==> config.mk <==
export PLATFORM = sky130hd
export DESIGN_NAME = otg_timeout_timer
export DESIGN_NICKNAME = d
export VERILOG_FILES = /design/src/rtl/otg_tmr_pkg.sv /design/src/rtl/otg_tmr_cnt.sv /design/src/rtl/otg_tmr_reg.sv /design/src/rtl/otg_timeout_timer.sv
export SDC_FILE = /design/constraint.sdc
export NUM_CORES = 1
export LEC_CHECK = 0
export BUFFER_PORTS_ARGS = -buffer_cell sky130_fd_sc_hd__buf_2
export CAP_MARGIN = 20
export CELL_PAD_IN_SITES_DETAIL_PLACEMENT = 1
export CELL_PAD_IN_SITES_GLOBAL_PLACEMENT = 2
export CORE_ASPECT_RATIO = 1.2
export CORE_UTILIZATION = 30
export CTS_CLUSTER_SIZE = 20
export DETAILED_ROUTE_END_ITERATION = 6
export PLACE_DENSITY = 0.89
export SLEW_MARGIN = 5
export SYNTH_ARGS = -nofsm -noshare
export SYNTH_HDL_FRONTEND = slang
export SYNTH_SLANG_ARGS = --single-unit
==> constraint.sdc <==
create_clock -name clk -period 3 [get_ports clk]
set_input_delay 0.45 -clock clk [delete_from_list [all_inputs] [get_ports clk]]
set_output_delay 0.45 -clock clk [all_outputs]
set_load 0.05 [all_outputs]
==> src/rtl/otg_tmr_pkg.sv <==
package otg_tmr_pkg;
    localparam int DEF_DATA_W = 32;
    localparam int DEF_CNT_W  = 27;
    localparam int DEF_ARM_BIT = 31;

    // A remaining count at or below one expires on the tick being taken.
    function automatic logic last_tick(input logic [DEF_CNT_W-1:0] rem);
        return rem <= DEF_CNT_W'(1);
    endfunction
endpackage

==> src/rtl/otg_tmr_cnt.sv <==
module otg_tmr_cnt #(
    parameter int CNT_W = otg_tmr_pkg::DEF_CNT_W
) (
    input  logic             clk,
    input  logic             rst_n,
    input  logic             load,
    input  logic             load_arm,
    input  logic [CNT_W-1:0] load_cnt,
    input  logic             tick,
    output logic             expire,
    output logic             armed,
    output logic             pulse
);
    localparam logic [CNT_W-1:0] ONE = CNT_W'(1);

    typedef struct packed {
        logic             armed;
        logic [CNT_W-1:0] rem;
        logic             pulse;
    } cnt_state_t;

    cnt_state_t st_d, st_q;

    always_comb begin
        st_d = st_q;
        st_d.pulse = 1'b0;
        expire = 1'b0;
        if (load) begin
            // A write always replaces the countdown.
            st_d.armed = load_arm;
            st_d.rem   = load_cnt;
        end else if (st_q.armed && tick) begin
            if (st_q.rem <= ONE) begin
                expire      = 1'b1;
                st_d.armed  = 1'b0;
                st_d.rem    = '0;
                st_d.pulse  = 1'b1;
            end else begin
                st_d.rem = st_q.rem - ONE;
            end
        end
    end

    always_ff @(posedge clk) begin
        if (!rst_n) begin
            st_q <= '0;
        end else begin
            st_q <= st_d;
        end
    end

    assign armed = st_q.armed;
    assign pulse = st_q.pulse;

    // an event is never followed by another in the next cycle
    a_r7_single_pulse: assert property (@(posedge clk) disable iff (!rst_n)
        pulse |=> !pulse);
    // after an event the timer is idle
    a_r6_disarmed_after: assert property (@(posedge clk) disable iff (!rst_n)
        pulse |-> !armed);
    // a cancelling load is never followed by an event
    a_r5_cancel_quiet: assert property (@(posedge clk) disable iff (!rst_n)
        (load && !load_arm) |=> !pulse);
    // without a tick the remaining count holds
    a_r7_no_tick_hold: assert property (@(posedge clk) disable iff (!rst_n)
        (!load && !tick) |=> $stable(st_q.rem));
endmodule

==> src/rtl/otg_tmr_reg.sv <==
module otg_tmr_reg #(
    parameter int DATA_W = otg_tmr_pkg::DEF_DATA_W
) (
    input  logic              clk,
    input  logic              rst_n,
    input  logic              wr_en,
    input  logic [DATA_W-1:0] wr_data,
    input  logic              clr,
    output logic [DATA_W-1:0] value
);
    typedef struct packed {
        logic [DATA_W-1:0] val;
    } reg_state_t;

    reg_state_t st_d, st_q;

    always_comb begin
        st_d = st_q;
        if (wr_en) begin
            st_d.val = wr_data;
        end else if (clr) begin
            st_d.val = '0;
        end
    end

    always_ff @(posedge clk) begin
        if (!rst_n) begin
            st_q <= '0;
        end else begin
            st_q <= st_d;
        end
    end

    assign value = st_q.val;

    // every written word is read back whole
    a_r2_store: assert property (@(posedge clk) disable iff (!rst_n)
        wr_en |=> value == $past(wr_data));
    // expiry without a competing write leaves zero
    a_r6_clear: assert property (@(posedge clk) disable iff (!rst_n)
        (clr && !wr_en) |=> value == '0);
endmodule

==> src/rtl/otg_timeout_timer.sv <==
module otg_timeout_timer #(
    parameter int DATA_W  = otg_tmr_pkg::DEF_DATA_W,
    parameter int CNT_W   = otg_tmr_pkg::DEF_CNT_W,
    parameter int ARM_BIT = otg_tmr_pkg::DEF_ARM_BIT
) (
    input  logic              clk,
    input  logic              rst_n,
    input  logic              ref_tick,
    input  logic              wr_en,
    input  logic [DATA_W-1:0] wr_data,
    output logic [DATA_W-1:0] rd_data,
    output logic              timeout_pulse
);
    logic expire;
    logic armed;

    otg_tmr_cnt #(.CNT_W(CNT_W)) u_cnt (
        .clk      (clk),
        .rst_n    (rst_n),
        .load     (wr_en),
        .load_arm (wr_data[ARM_BIT]),
        .load_cnt (wr_data[CNT_W-1:0]),
        .tick     (ref_tick),
        .expire   (expire),
        .armed    (armed),
        .pulse    (timeout_pulse)
    );

    otg_tmr_reg #(.DATA_W(DATA_W)) u_reg (
        .clk     (clk),
        .rst_n   (rst_n),
        .wr_en   (wr_en),
        .wr_data (wr_data),
        .clr     (expire),
        .value   (rd_data)
    );

    // the event cycle always shows a zero register
    a_r6_read_zero: assert property (@(posedge clk) disable iff (!rst_n)
        timeout_pulse |-> rd_data == '0);
    // the register moves only by a write or an expiry
    a_r7_hold: assert property (@(posedge clk) disable iff (!rst_n)
        !wr_en |=> (rd_data == $past(rd_data)) || timeout_pulse);
    // a write in the expiring cycle suppresses the event
    a_r8_write_wins: assert property (@(posedge clk) disable iff (!rst_n)
        wr_en |=> !timeout_pulse);
    // an event needs a prior arming
    a_r3_armed_before: assert property (@(posedge clk) disable iff (!rst_n)
        (!armed && !wr_en) |=> !timeout_pulse);
endmodule

==> results of run 1 <==
[sequential cells by signal, summed over array words and instances (netlist names)]
signal / flops
u_cnt.armed: 1
u_cnt.st_q: 27
u_cnt.pulse: 1
u_reg.value: 32
[cells by family (layout without fill, tap and decap cells)]
| group | Yosys count | in the layout | share of synthesized area |
|---|---|---|---|
| fa+ha+maj | 2 | 2 | 0.00895 |
| compound gates | 84 | 84 | 0.197 |
| buf+inv | 30 | 103 | 0.0434 |
| simple gates | 167 | 167 | 0.284 |
| xor+xnor | 7 | 7 | 0.0219 |
| flops | 61 | 61 | 0.437 |
| mux | 2 | 2 | 0.00716 |
[critical path, delay by kind of cell (launching register included)]
family | cells | cell delay, ns
flops | 1 | 0.34
compound gates | 1 | 0.20
buf+inv | 1 | 0.09
fa+ha+maj | 1 | 0.18
simple gates | 4 | 1.60
[metrics by stage]
stage / total power [W] / hold WS (ns) / instance area [um2] / util / cells
floorplan: 0.00118 / 0.445 / 2800 / - / 353
global placement: 0.00129 / 0.438 / 3300 / 0.365 / 530
detailed placement: 0.00130 / 0.445 / 3300 / 0.365 / 530
CTS: 0.00197 / 0.358 / 3480 / 0.385 / 546
global route: 0.00205 / 0.373 / 3480 / 0.385 / 546
finish: 0.00195 / 0.374 / 3480 / 0.385 / 546
[worst paths after layout]
check	start	to	slack (ns)
worst max register to register	u_cnt.st_q[2]	u_cnt.st_q[25]	0.51
worst min register to register	u_reg.value[18]	u_reg.value[18]	0.45
worst max-delay path	u_cnt.st_q[2]	u_cnt.st_q[25]	0.51
worst min-delay path	wr_data[29]	u_reg.value[29]	0.37
[layout by cell type, fill, tap and decap left out, types with 3 or more instances in the layout]
cell type | synthesis | final
a21oi_1 | 28 | 28
buf_4 | 0 | 10
clkbuf_8 | 0 | 11
a31oi_1 | 16 | 16
nor2_1 | 37 | 36
a22oi_1 | 17 | 17
or3_1 | 4 | 4
inv_1 | 8 | 7
buf_2 | 7 | 68
nor3_1 | 6 | 5
o21ai_0 | 5 | 5
xnor2_1 | 5 | 5
nand2_1 | 73 | 73
nor4_1 | 13 | 13
or4_1 | 3 | 3
dfxtp_1 | 61 | 61
nand4_1 | 3 | 3
nand3_1 | 10 | 10
a222oi_1 | 5 | 5
[where the power goes]
| group | internal, W | switching [W] | total, W | leakage (nW) |
|---|---|---|---|---|
| combinational | 0.000131 | 0.000253 | 0.000384 | 0.841 |
| sequential | 0.000857 | 0.0000455 | 0.000903 | 0.503 |
| clock | 0.000344 | 0.000316 | 0.000660 | 0.0857 |
| total | 0.00133 | 0.000615 | 0.00195 | 1.43 |
[metal layers]
| layer | vias to the layer above | part of all wire | routed length [um] |
|---|---|---|---|
| li1 | 1411 | - | - |
| met1 | 1370 | 0.45 | 3900 |
| met2 | 55 | 0.50 | 4340 |
| met3 | 13 | 0.034 | 292 |
| met4 | 0 | 0.020 | 176 |
| met5 | - | 0 | 0 |
[cell type report]
cell class,instances,area (um2)
Fill cell,1141,5560
Multi-Input combinational cell,262,1460
Sequential cell,61,1220
Timing Repair Buffer,79,435
Clock buffer,13,159
Tap cell,120,150
Inverter,8,30.0
Clock inverter,3,20.0
==> qor.txt, run 1 <==
outcome: finished clean
Crit Path Class: reg -> reg
die width: 90.1 um
Routed WL: 8.70 mm
CTS Root Cell: clkbuf_8
Hold Violations, Final: 0
Diodes inserted: 0
setup violators final: 0
share of cells above drive strength 1: 0.239
GR Overflow Total: 0
crit path cell chain: inv_1 > ha_1 > or3b_2 > nor3_1 > nand2_1 > or4_1 > a31oi_1
worst-path fanout max: 5
area of the die: 9710 um2
Seq cells post-synth: 61
Worst Path Arrival: 2.74 ns
Vias/cell: 5.22
RSZ-0062 raised after global routing: false
Post-CTS Setup Inserts: 0
Place WS: 0.528 ns
CP peak stage delay: 0.51 ns
slew of the pin with the lowest slew margin: 0.626 ns
Worst Skew: 0.00928 ns
total track usage: 0.185
# hold bufs at CTS: 0
slowest stage cell on the critical path: or3b_2
Mean Syn Cell Area: 7.92 um2
DIE HEIGHT: 108 um
WP data required: 3.25 ns
vias: 2,849
number of global-route vias before repair: 2,836
ys flop type: dfxtp_1
initial drt markers: 161
# H-tree levels: 3
TritonCTS Buffers: 9
Worst Slack Setup Final: 0.512 ns
initial antenna violation count: 0
Max Buffers Root-to-Sink: 2
Async SR Flop Fraction: 0
CP Capture Type: flip-flop
TritonCTS clock tree: yes
# DRC: 0
Synth area leader: dfxtp_1
Worst IR Drop VDD: 0.207 mV
met3 Track Usage GR: 0.0417
Initial Util: 0.309
synth cell count leaders: nand2_1, dfxtp_1, nor2_1
share of the synthesized area in the top cell type: 0.437
Pleak: 1.43 nW
PD cells: 560 nW/um2
Final #Nets: 459
Worst-Skew Late Latency: 0.34 ns
Highest Clock Rate: 402 MHz
post-cts gate resize count: 0
GP Congestion: 0.854
IO Count: 69
Cell Area, Synth: 2800 um2
Hold Path Depth: 3
top cells by area, synth: dfxtp_1, nand2_1, a21oi_1
top-count cell post-synth: nand2_1
synthesis-to-finish area growth: 24.4%
max-slew violations: 0
Worst Reg-to-Reg Cells: 7
met2 usage: 0.324
drt first pass iters: 4
Mapped Nets: 391
sequential element share of the synthesized area: 0.437
critical path launch point type: flip-flop
first-pass GRT wire length: 14.1 mm
Yosys cell types: 46
min Tclk post-route: 2.49 ns
GR Util met1: 0.223
antenna viol nets, final: 0
Yosys warning total: 0
Slew Limit Headroom: 0.579
global route hottest layer: met2
DP HPWL: 6.17 mm
setup TNS: 0 ns
Clk pin slew, worst setup/hold paths: 0.07 ns
pin count of the biggest net entering global routing: 54
cells after synthesis: 353
Core Area: 9030 um2
Hold Crit Class: in -> reg
row cnt: 38
clock sink count: 61
Wirelength per Cell: 15.9 um
number of synthesized flops with an enable pin: 0
number of port buffers: 68
Final Cycle Share: 0.829
max capacitance violation total: 0
Note: power is estimated with default switching activity, not from simulation.
==> run 2, diff against run 1 <==
clock period = 2.4 ns   (was 3 ns; I/O delays follow)
==> run 2 against run 1 <==
Against the previous run: clock power grew 26%; cell area grew 2.9%; cell count grew 2.0%; wire length grew 3.4%; sequential share of layout area shrank 0.98 points; flip-flop and latch count is the same; combinational power grew 34%; largest cell class unchanged.
==> qor.txt, run 2 (same netlist as run 1, synthesis figures left out) <==
outcome: finished clean (unchanged)
synthesis-to-finish area growth: 27.9% (was 24.4%)
TritonCTS clock tree: yes (unchanged)
CP peak stage delay: 0.55 ns (was 0.51 ns)
clock sink count: 61 (unchanged)
slew of the pin with the lowest slew margin: 0.525 ns (was 0.626 ns)
Highest Clock Rate: 441 MHz (was 402 MHz)
share of cells above drive strength 1: 0.261 (was 0.239)
Slew Limit Headroom: 0.647 (was 0.579)
# H-tree levels: 3 (unchanged)
Hold Crit Class: in -> reg (unchanged)
Final Cell Area: 3580 um2 (was 3480 um2)
Hold WS: 0.269 ns (was 0.374 ns)
Diodes inserted: 0 (unchanged)
initial antenna violation count: 0 (unchanged)
Vias/cell: 5.28 (was 5.22)
CTS Root Cell: clkbuf_8 (unchanged)
most frequent cells in the layout: nand2_1, buf_2, dfxtp_1, nor2_1, a21oi_1 (unchanged)
Worst Slack Setup Final: 0.132 ns (was 0.512 ns)
min Tclk post-route: 2.27 ns (was 2.49 ns)
slowest stage cell on the critical path: or4_1 (was or3b_2)
CP dominant cell by count: nor3_2
area of the multi-input gates: 1490 um2 (was 1460 um2)
area of the die: 9710 um2 (unchanged)
die width: 90.1 um (unchanged)
final core occ: 0.396 (was 0.385)
Worst Path Arrival: 2.49 ns (was 2.74 ns)
Max Buffers Root-to-Sink: 2 (unchanged)
drt first pass iters: 4 (unchanged)
Worst-Skew Late Latency: 0.35 ns (was 0.34 ns)
# DRC: 0 (unchanged)
Routed WL: 8.99 mm (was 8.70 mm)
setup TNS: 0 ns (unchanged)
DP Area: 3380 um2 (was 3300 um2)
fillers: 1,152 (was 1,141)
max capacitance violation total: 0 (unchanged)
Initial Util: 0.309 (unchanged)
GR Overflow Total: 0 (unchanged)
WP data required: 2.62 ns (was 3.25 ns)
total track usage: 0.190 (was 0.185)
origin of the worst setup path: u_cnt.st_q[20] (was u_cnt.st_q[2])
DIE HEIGHT: 108 um (unchanged)
Hold Crit Start: wr_data[28] (was wr_data[29])
antenna viol nets, final: 0 (unchanged)
first-pass GRT wire length: 14.5 mm (was 14.1 mm)
max reg flops: 32 (unchanged)
max-slew violations: 0 (unchanged)
RSZ-0062 raised after global routing: false (unchanged)
Place WS: 0.0110 ns (was 0.528 ns)
Clk pin slew, worst setup/hold paths: 0.07 ns (about the same)
Final #Nets: 470 (was 459)
crit path cell chain: or4_1 > or2_4 > nor3_2 > nor3_2 > buf_4 > a222oi_1 > nor2_1 (was inv_1 > ha_1 > or3b_2 > nor3_1 > nand2_1 > or4_1 > a31oi_1)
pin count of the biggest net entering global routing: 46 (was 54)
Core Area: 9030 um2 (unchanged)
setup violators final: 0 (unchanged)
Final Cycle Share: 0.945 (was 0.829)
row cnt: 38 (unchanged)
CP Capture Type: flip-flop (unchanged)
post-cts gate resize count: 1 (was 0)
Register Area: 1220 um2 (unchanged)
vias: 2,939 (was 2,849)
# hold bufs at CTS: 0 (unchanged)
initial drt markers: 185 (was 161)
most common cell after layout, fill and taps aside: nand2_1 (unchanged)
Wirelength per Cell: 16.1 um (was 15.9 um)
TritonCTS Buffers: 9 (unchanged)
number of port buffers: 68 (unchanged)
GP Congestion: 0.824 (was 0.854)
worst-path fanout max: 11 (was 5)
Worst Skew: 0.0104 ns (was 0.00928 ns)
Pleak: 1.49 nW (was 1.43 nW)
Hold Violations, Final: 0 (unchanged)
DP HPWL: 6.45 mm (was 6.17 mm)
number of global-route vias before repair: 2,957 (was 2,836)
worst r2r src: u_cnt.st_q[20] (was u_cnt.st_q[2])
Worst IR Drop VDD: 0.395 mV (was 0.207 mV)
IO Count: 69 (unchanged)
PD cells: 691 nW/um2 (was 560 nW/um2)
critical path launch point type: flip-flop (unchanged)
Post-CTS Setup Inserts: 0 (unchanged)
Crit Path Class: reg -> reg (unchanged)
==> run 2: cell count changes in the layout (fill, tap and decap cells not counted) <==
cell / previous run / this run
nor4_2: 1 / 2
nor4_1: 13 / 12
or3_1: 4 / 3
buf_4: 10 / 21
clkbuf_1: 2 / 4
or3_4: 1 / 2
or3b_2: 1 / 0
nor3_4: 0 / 1
or3b_4: 0 / 1
nor3_1: 5 / 4
clkinvlp_4: 2 / 0
==> run 2: through the flow <==
step	power, W	std cells
3_5_place_dp	0.00165	541
4_1_cts	0.00249	557
2_1_floorplan	0.00147	353
3_3_place_gp	0.00164	541
5_1_grt	0.00260	557
6_report	0.00247	557
==> run 2: critical path: cells and delay by family, from the launching register on <==
kind                   cells  cell delay [ns]
buffers and inverters      1             0.19
DFF                        1             0.38
AOI/OAI and AO/OA          1             0.33
and+or+nand+nor            5             1.25
==> run 2: final cells by class <==
type,count,share of cell area
Multi-Input combinational cell,262,0.415
Sequential cell,61,0.341
Timing Repair Buffer,90,0.145
Clock buffer,15,0.0465
Tap cell,120,0.0420
Inverter,8,0.00840
Clock inverter,1,0.00140
==> run 2: per-layer routing <==
layer | GRT usage | vias to the layer above | share of wire
met3 | 0.0438 | 13 | 0.036
met5 | 0 | - | 0
met1 | 0.219 | 1434 | 0.43
li1 | - | 1432 | -
met4 | 0.0680 | 0 | 0.018
met2 | 0.344 | 60 | 0.51
==> run 2: path summary, 6_finish.rpt <==
| check | end | slack, ns | cells past startpoint |
|---|---|---|---|
| worst max-delay path | u_cnt.st_q[2] | 0.13 | 7 |
| worst min-delay path | u_reg.value[28] | 0.27 | 3 |
| worst max register to register | u_cnt.st_q[2] | 0.13 | 7 |
| worst min register to register | u_reg.value[23] | 0.45 | 2 |
==> run 2: where the power goes <==
group	switching (W)	internal (W)
sequential	0.0000544	0.00107
combinational	0.000328	0.000186
clock	0.000398	0.000432
==> run 3, diff against run 2 <==
--- a/config.mk
+++ b/config.mk
@@ -15,4 +15,5 @@
 export DETAILED_ROUTE_END_ITERATION = 6
 export PLACE_DENSITY = 0.89
+export RECOVER_POWER = 25
 export SLEW_MARGIN = 5
 export SYNTH_ARGS = -nofsm -noshare
==> constraint.sdc (replaced) <==
create_clock -name clk -period 2.4 [get_ports clk]
set_input_delay 0.36 -clock clk [delete_from_list [all_inputs] [get_ports clk]]
set_output_delay 0.36 -clock clk [all_outputs]
set_load 0.02 [all_outputs]
==> run 3 against run 2 <==
Against the previous run: die area did not move; total power fell by 2.9%; clock skew barely moved; cell count did not move; critical endpoint unchanged; largest power group unchanged.
==> qor.txt, run 3 (same netlist as run 1, synthesis figures left out) <==
Final #Nets: 470 (unchanged)
max reg flops: 32 (unchanged)
TritonCTS clock tree: yes (unchanged)
delay-heaviest family, CP: simple AND/OR/NAND/NOR gates (unchanged)
Hold Path Depth: 3 (unchanged)
initial antenna violation count: 0 (unchanged)
number of port buffers: 68 (unchanged)
Worst Hold End: u_reg.value[28] (unchanged)
Combinational Power Share: 0.185 (was 0.208)
number of global-route vias before repair: 2,957 (unchanged)
final core occ: 0.393 (was 0.396)
Diodes inserted: 0 (unchanged)
slew of the pin with the lowest slew margin: 0.525 ns (about the same)
Wirelength per Cell: 16.1 um (about the same)
pin count of the biggest net entering global routing: 46 (unchanged)
GR Overflow Total: 0 (unchanged)
DP Area: 3380 um2 (unchanged)
CP bufs+invs: 1 (unchanged)
CTS Root Cell: clkbuf_8 (unchanged)
Initial Util: 0.309 (unchanged)
reg-to-reg setup timing slack: 0.13 ns (about the same)
clock share of power: 0.346 (was 0.336)
Hold Violations, Final: 0 (unchanged)
Pleak: 1.40 nW (was 1.49 nW)
DIE HEIGHT: 108 um (unchanged)
# DRC: 0 (unchanged)
vias: 2,949 (was 2,939)
Worst Skew: 0.0104 ns (about the same)
antenna viol nets, final: 0 (unchanged)
Hold Crit Class: in -> reg (unchanged)
crit path cell chain: or4_1 > or2_4 > nor3_2 > nor3_2 > buf_4 > a222oi_1 > nor2_1 (unchanged)
Post-CTS Setup Inserts: 0 (unchanged)
r2r endpoint: u_cnt.st_q[2] (unchanged)
Hold Crit Start: wr_data[28] (unchanged)
# H-tree levels: 3 (unchanged)
worst r2r src: u_cnt.st_q[20] (unchanged)
IO Count: 69 (unchanged)
min Tclk post-route: 2.27 ns (about the same)
Register Area: 1220 um2 (unchanged)
TritonCTS Buffers: 9 (unchanged)
Worst Reg-to-Reg Cells: 7 (unchanged)
Worst Path Arrival: 2.49 ns (about the same)
outcome: finished clean (unchanged)
Slew Limit Headroom: 0.647 (about the same)
Max Buffers Root-to-Sink: 2 (unchanged)
CP Capture Type: flip-flop (unchanged)
drt first pass iters: 4 (unchanged)
Worst IR Drop VDD: 0.387 mV (was 0.395 mV)
most common cell after layout, fill and taps aside: nand2_1 (unchanged)
die width: 90.1 um (unchanged)
GP Congestion: 0.824 (unchanged)
max-slew violations: 0 (unchanged)
area of the multi-input gates: 1490 um2 (unchanged)
max capacitance violation total: 0 (unchanged)
most frequent cells in the layout: nand2_1, dfxtp_1, buf_2, nor2_1, a21oi_1 (was nand2_1, buf_2, dfxtp_1, nor2_1, a21oi_1)
setup violators final: 0 (unchanged)
clock sink count: 61 (unchanged)
placed cells: 541 (unchanged)
critical path launch point type: flip-flop (unchanged)
CP dominant cell by count: nor3_2 (unchanged)
Final Non-Filler Cells: 557 (unchanged)
P_sw: 0.000715 W (was 0.000781 W)
total track usage: 0.190 (unchanged)
first-pass GRT wire length: 14.5 mm (unchanged)
setup TNS: 0 ns (unchanged)
slowest stage cell on the critical path: or4_1 (unchanged)
switch share: 0.298 (was 0.316)
internal power: 0.00168 W (was 0.00169 W)
# hold bufs at CTS: 0 (unchanged)
initial drt markers: 190 (was 185)
share of cells above drive strength 1: 0.208 (was 0.261)
Final Cell Area: 3550 um2 (was 3580 um2)
synthesis-to-finish area growth: 26.9% (was 27.9%)
Worst-Skew Late Latency: 0.35 ns (about the same)
Core Area: 9030 um2 (unchanged)
row cnt: 38 (unchanged)
RSZ-0062 raised after global routing: false (unchanged)
area of the die: 9710 um2 (unchanged)
Hold WS: 0.269 ns (about the same)
Final Cycle Share: 0.945 (about the same)
post-cts gate resize count: 1 (unchanged)
Routed WL: 8.99 mm (about the same)
Highest Clock Rate: 441 MHz (about the same)
worst-path fanout max: 11 (unchanged)
Flop pwr share: 0.470 (was 0.456)
PD cells: 676 nW/um2 (was 691 nW/um2)
Clk pin slew, worst setup/hold paths: 0.07 ns (about the same)
Vias/cell: 5.29 (was 5.28)
Crit Path Class: reg -> reg (unchanged)
WP data required: 2.62 ns (about the same)
CP peak stage delay: 0.55 ns (about the same)
fillers: 1,153 (was 1,152)
DP HPWL: 6.45 mm (unchanged)
[run 3: cell types whose count changed in the layout (fill, tap and decap cells not counted)]
cell      delta
buf_2       -23
clkbuf_1    +23
[run 3: worst max-delay path by stage]
stage	slack [ns]	endpoint	cells past startpoint	start
3_5_place_dp	0.01	u_cnt.st_q[17]	8	u_cnt.st_q[2]
6_report	0.13	u_cnt.st_q[2]	7	u_cnt.st_q[20]
4_1_cts	0.04	u_cnt.st_q[21]	9	u_cnt.st_q[2]
5_1_grt	0.02	u_cnt.st_q[2]	7	u_cnt.st_q[20]
2_1_floorplan	0.24	u_cnt.st_q[17]	8	u_cnt.st_q[1]
3_3_place_gp	0.11	u_cnt.st_q[17]	8	u_cnt.st_q[2]
[run 3: power by group through the flow]
stage / sequential, W / clock [W] / combinational, W
2_1_floorplan: 0.00117 / 0 / 0.000238
3_3_place_gp: 0.00114 / 0 / 0.000429
3_5_place_dp: 0.00115 / 0 / 0.000442
4_1_cts: 0.00112 / 0.000856 / 0.000446
5_1_grt: 0.00113 / 0.000904 / 0.000488
6_report: 0.00113 / 0.000830 / 0.000443
[run 3: layer usage]
layer | global-route usage | routed length, um
met2 | 0.344 | 4600
met4 | 0.0680 | 166
met1 | 0.219 | 3850
met3 | 0.0438 | 372
met5 | 0 | 0
[run 3: cell type report]
type / count / area share
inverter: 8 / 0.00847
clock inverter: 1 / 0.00141
clock buffer: 15 / 0.0469
sequential: 61 / 0.344
multi-input combinational: 262 / 0.419
timing repair buffer: 90 / 0.138
tap: 120 / 0.0423
[run 3: metrics by stage]
step	power (W)	worst slack, ns
final	0.00240	0.132
after global routing	0.00253	0.0198
after CTS	0.00243	0.0403
after detailed placement	0.00159	0.0110
after global placement	0.00157	0.106
after floorplan	0.00141	0.238
[run 3: tightest hold or removal path: cells and delay by family]
kind / cells / cell delay (ns)
buffers and inverters: 1 / 0.08
AND/OR/NAND/NOR: 1 / 0.08
AO/OA/AOI/OAI: 1 / 0.07
